==> config.mk <==
export PLATFORM = sky130hd
export DESIGN_NAME = skew_word_ram
export DESIGN_NICKNAME = d
export VERILOG_FILES = /design/src/rtl/skew_pkg.sv /design/src/rtl/skew_lane_addr.sv /design/src/rtl/skew_byte_bank.sv /design/src/rtl/skew_byte_rotator.sv /design/src/rtl/skew_word_ram.sv
export SDC_FILE = /design/constraint.sdc
export NUM_CORES = 2
export LEC_CHECK = 0
export BUFFER_PORTS_ARGS = -buffer_cell sky130_fd_sc_hd__buf_2
export CAP_MARGIN = 25
export CORE_MARGIN = 2
export CORE_UTILIZATION = 35
export DETAILED_ROUTE_END_ITERATION = 10
export PLACE_DENSITY = 0.52
export SYNTH_ARGS = -nofsm -noshare
export SYNTH_HDL_FRONTEND = slang
export SYNTH_SLANG_ARGS = --single-unit
export TNS_END_PERCENT = 30
==> constraint.sdc <==
create_clock -name clk -period 4.7 [get_ports clk]
set_clock_uncertainty 0.2 [all_clocks]
set_input_delay 0.47 -clock clk [delete_from_list [all_inputs] [get_ports clk]]
set_output_delay 0.47 -clock clk [all_outputs]
set_load 0.02 [all_outputs]
==> src/rtl/skew_pkg.sv <==
package skew_pkg;
  localparam int BYTE_W = 8;
endpackage

==> src/rtl/skew_lane_addr.sv <==
module skew_lane_addr #(
  parameter int WORD_AW = 6,
  parameter int LANES   = 4,
  localparam int OFF_W  = $clog2(LANES)
) (
  input  logic [WORD_AW-1:0]            base,
  input  logic [OFF_W-1:0]              off,
  output logic [LANES-1:0][WORD_AW-1:0] lane_addr
);
  logic [WORD_AW-1:0] base_next;
  assign base_next = base + 1'b1;  // wraps modulo bank depth

  for (genvar k = 0; k < LANES; k++) begin : g_lane
    localparam logic [OFF_W-1:0] KI = OFF_W'(k);
    assign lane_addr[k] = (KI < off) ? base_next : base;
  end
endmodule

==> src/rtl/skew_byte_bank.sv <==
module skew_byte_bank #(
  parameter int AW = 6,
  parameter int DW = 8
) (
  input  logic          clk,
  input  logic          rst,
  input  logic          we,
  input  logic [AW-1:0] addr,
  input  logic [DW-1:0] wd,
  output logic [DW-1:0] rd
);
  localparam int DEPTH = 2 ** AW;
  logic [DW-1:0] mem [DEPTH];

  always_ff @(posedge clk) begin
    if (we) mem[addr] <= wd;
  end

  // read-first output register, resettable
  always_ff @(posedge clk) begin
    if (rst) rd <= '0;
    else     rd <= mem[addr];
  end


  bank_write_read_chk: assert property (@(posedge clk) disable iff (rst)
    ($past(we) && !we && addr == $past(addr)) |=> rd == $past(wd, 2));
endmodule

==> src/rtl/skew_byte_rotator.sv <==
module skew_byte_rotator #(
  parameter int LANES = 4,
  parameter int DW    = 8,
  parameter bit LEFT  = 1'b0,
  localparam int OFF_W = $clog2(LANES)
) (
  input  logic [LANES*DW-1:0] din,
  input  logic [OFF_W-1:0]    amt,
  output logic [LANES*DW-1:0] dout
);
  for (genvar k = 0; k < LANES; k++) begin : g_rot
    localparam logic [OFF_W-1:0] KI = OFF_W'(k);
    logic [OFF_W-1:0] src;
    if (LEFT) begin : g_left
      assign src = KI - amt;
    end else begin : g_right
      assign src = KI + amt;
    end
    assign dout[k*DW +: DW] = din[src*DW +: DW];
  end
endmodule

==> src/rtl/skew_word_ram.sv <==
module skew_word_ram
  import skew_pkg::*;
#(
  parameter int WORD_AW = 6,
  parameter int LANES   = 4,
  localparam int OFF_W  = $clog2(LANES),
  localparam int DATA_W = LANES * BYTE_W,
  localparam int BA_W   = WORD_AW + OFF_W
) (
  input  logic              clk,
  input  logic              rst,
  input  logic [BA_W-1:0]   byte_addr,
  input  logic              wr_en,
  input  logic [DATA_W-1:0] wr_data,
  output logic [DATA_W-1:0] rd_data
);
  logic [OFF_W-1:0]              off, rd_off;
  logic [WORD_AW-1:0]            base;
  logic [LANES-1:0][WORD_AW-1:0] lane_addr;
  logic [DATA_W-1:0]             wr_lanes, rd_lanes;

  assign off  = byte_addr[OFF_W-1:0];
  assign base = byte_addr[BA_W-1:OFF_W];

  skew_lane_addr #(.WORD_AW(WORD_AW), .LANES(LANES)) i_lane_addr (
    .base(base), .off(off), .lane_addr(lane_addr)
  );

  skew_byte_rotator #(.LANES(LANES), .DW(BYTE_W), .LEFT(1'b1)) i_wr_rot (
    .din(wr_data), .amt(off), .dout(wr_lanes)
  );

  for (genvar k = 0; k < LANES; k++) begin : g_bank
    skew_byte_bank #(.AW(WORD_AW), .DW(BYTE_W)) i_bank (
      .clk(clk), .rst(rst), .we(wr_en), .addr(lane_addr[k]),
      .wd(wr_lanes[k*BYTE_W +: BYTE_W]), .rd(rd_lanes[k*BYTE_W +: BYTE_W])
    );
  end

  // offset follows the bank read latency
  always_ff @(posedge clk) begin
    if (rst) rd_off <= '0;
    else     rd_off <= off;
  end

  skew_byte_rotator #(.LANES(LANES), .DW(BYTE_W), .LEFT(1'b0)) i_rd_rot (
    .din(rd_lanes), .amt(rd_off), .dout(rd_data)
  );

  logic [LANES-1:0] uses_next;
  for (genvar k = 0; k < LANES; k++) begin : g_next
    assign uses_next[k] = (lane_addr[k] != base);
  end


  lane_count_chk: assert property (@(posedge clk) disable iff (rst)
    $countones(uses_next) == int'(off));


  aligned_lanes_chk: assert property (@(posedge clk) disable iff (rst)
    (off == '0) |-> (uses_next == '0));


  split_lanes_chk: assert property (@(posedge clk) disable iff (rst)
    (off != '0) |-> (lane_addr[0] != lane_addr[LANES-1]));
endmodule

==> impl_metrics.tcl <==
set metrics [dict create \
    wl_mm 223 \
    grt.overflow.total 0 \
    vias 44827 \
    yosysSeqAreaShare 0.750 \
    outcome "finished, final reports clean" \
    ys_warn_count 0 \
    ys_types 72 \
    postCtsHoldBufs 6 \
    first_pass_iters 7 \
    min_period_ps 3700 \
    clk_latency_ps 870 \
    crit_chain "dlygate4sd3_1 > buf_2 > buf_4 > ha_1 > xnor2_2 > buf_12 > buf_12 > mux2i_1 > o22ai_1 > nor2_1 > o22ai_1 > o41a_1" \
    fp.dieArea_um2 241000 \
    p_leak_nw 32.1 \
    start_util 0.352 \
    period_share 0.787 \
    yosys.area.top_type "edfxtp_1" \
    critPathCaptureType "flop" \
    portBuffers 74 \
    cts_sinks 2082 \
    layout.nets 5153 \
    power_density_nw_per_um2 432 \
    boundaryPins 75 \
    hpwl_mm 137 \
    synth_area_leaders "edfxtp_1 (74%), mux2i_1 (9.8%), o22ai_1 (3.8%)" \
    slowest_delay_ps 520 \
    crit_slowest_cell "dlygate4sd3_1" \
    synth_cells 4784 \
    die_h_um 491 \
    grt_max_degree 87 \
    synth_fp_nets 4830 \
    use_met3 0.0245 \
    routabilityCongestion 0.808 \
    die_w_um 491 \
    min_path_type "input port to flop" \
    n_fill_cell 21237 \
    row_count 178 \
    area_growth_pct 15.3 \
    worst_ep_arrival_time_ps 4240 \
    grt_pass1_vias 44766 \
    crit_required_ps 5240 \
    drt_iter0_drc 4193 \
    wl_per_cell_um 26.5 \
    cts_tree "yes" \
    design.core.area_um2 235000 \
    routed_via_density 5.31 \
    grt_setup_unrepaired "false" \
    drc 0 \
    clkTransAtPathRegs_ps 60 \
    fmax_ghz 0.270 \
    synth_enable_flop_cells 2048 \
    numCtsBuffers 216 \
    cts-root-buf "clkbuf_16" \
    met1_usage 0.242 \
    ctsResizeCount 0 \
    p_total_mw 41.2 \
    syn_area_per_cell_um2 17.3 \
    slew_headroom 0.294 \
    finalSetupViolCount 0 \
    yosys-top-cells-count "edfxtp_1 (2,048), mux2i_1 (813), nor2_1 (503)" \
    worst_pin_slew_ps 1050 \
    ys_ff_latch 2082 \
    final_max_slew_viol_count 0 \
    critPathKind "input port to flop" \
    antenna_found_initial 7 \
    top_usage_layer "met2" \
    antenna_left 0 \
    netlist_area_um2 82900 \
    postSynth.asyncResetShare 0 \
    finalHoldViolCount 0 \
    tns_ps 0 \
    cts.htree.levels 4 \
    final_layout_size_suffix_gt1_frac 0.170 \
    grtUsageMet2 0.307 \
    grt_usage 0.181 \
    start_kind "input port" \
    multi_input_area_um2 19300 \
    grt_pass1_wl_mm 322 \
    path_max_fanout 64 \
    maxCapViolations 0 \
    cts.path.max_buffers 3 \
    synth_top_area_frac 0.742 \
    cts_setup_buffers 0 \
    synthFlopType "edfxtp_1" \
    peakVddDrop_v 0.000281 \
    synthMostInstantiatedCell "edfxtp_1" \
    regArea_um2 62200 \
]
layout by cell type, fill, tap and decap left out, types with 12 or more instances in the layout:
master and count:
mux4_2 109, buf_12 29, buf_2 71, a22oi_1 22, nor2_1 501, mux2_2 36
o41a_1 26, clkbuf_16 220, a221o_1 15, clkbuf_1 60, bufinv_16 12, nand2_1 52
a21oi_1 28, clkinv_2 28, clkinv_1 56, o21ai_0 21, mux2i_1 813, dfxtp_1 32
a221oi_1 49, buf_4 318, edfxtp_1 2048, a22o_1 16, o22ai_1 500
sequential cells by signal, indices dropped and copies added, names as in the netlist:
name and cells:
rd_off 2, g_bank.i_bank.rd 32, g_bank.i_bank.mem 2048
critical path: cells and delay by family:
kind,cells,cell delay (ps)
compound gates,3,760
xor+xnor,1,190
fa+ha+maj,1,480
buf+inv,5,1740
mux,1,260
simple gates,1,280
cells by family after synthesis:
| group | count (synthesis) | share of synthesized area |
|---|---|---|
| XOR/XNOR | 24 | 0.00281 |
| buffers and inverters | 329 | 0.0195 |
| AO/OA/AOI/OAI | 728 | 0.0603 |
| adder cells (fa/ha/maj) | 3 | 0.000453 |
| multiplexers | 960 | 0.133 |
| AND/OR/NAND/NOR | 658 | 0.0340 |
| flip-flops | 2082 | 0.750 |
through the flow:
step	cells	util	instance area (um^2)	setup slack (ps)	hold WS (ps)
finish	8439	0.406	95600	999	286
global route	8434	0.406	95600	870	288
CTS	8431	0.406	95500	1040	224
detailed placement	8033	0.377	88800	628	632
global placement	8033	0.377	88800	681	594
floorplan	4784	-	82900	861	439
per-layer routing:
| layer | routed length, um | part of all wire | vias up |
|---|---|---|---|
| met5 | 0 | 0 | - |
| met4 | 5600 | 0.025 | 0 |
| met3 | 10700 | 0.048 | 303 |
| met2 | 111000 | 0.50 | 1260 |
| met1 | 96100 | 0.43 | 23393 |
| li1 | - | - | 19871 |
path summary, 6_finish.rpt:
kind                                          from                                    end  slack, ps  cells past startpoint
min                                   byte_addr[2]  g_bank[3].i_bank.mem[15][5]$_DFFE_PP_        290                      3
max                                   byte_addr[0]      g_bank[2].i_bank.rd[5]$_SDFF_PP0_       1000                     12
max reg2reg  g_bank[3].i_bank.mem[54][0]$_DFFE_PP_      g_bank[3].i_bank.rd[0]$_SDFF_PP0_       2190                      6
min reg2reg  g_bank[3].i_bank.mem[13][1]$_DFFE_PP_      g_bank[3].i_bank.rd[1]$_SDFF_PP0_        690                      4
report_power, final:
group	switching [mW]	leakage [nW]	total [mW]	internal (mW)
logic	2.61	10.1	3.81	1.20
clock network	7.07	3.25	16.3	9.23
registers	0.148	18.7	21.1	21.0
layout make-up:
| type | instances | area share |
|---|---|---|
| antenna | 8 | 0.000209 |
| clock buffer | 280 | 0.0600 |
| clock inverter | 112 | 0.0102 |
| inverter | 9 | 0.000354 |
| multi-input combinational | 2373 | 0.202 |
| sequential | 2082 | 0.651 |
| tap | 3150 | 0.0412 |
| timing repair buffer | 425 | 0.0355 |
(Power assumes the default switching activity.)
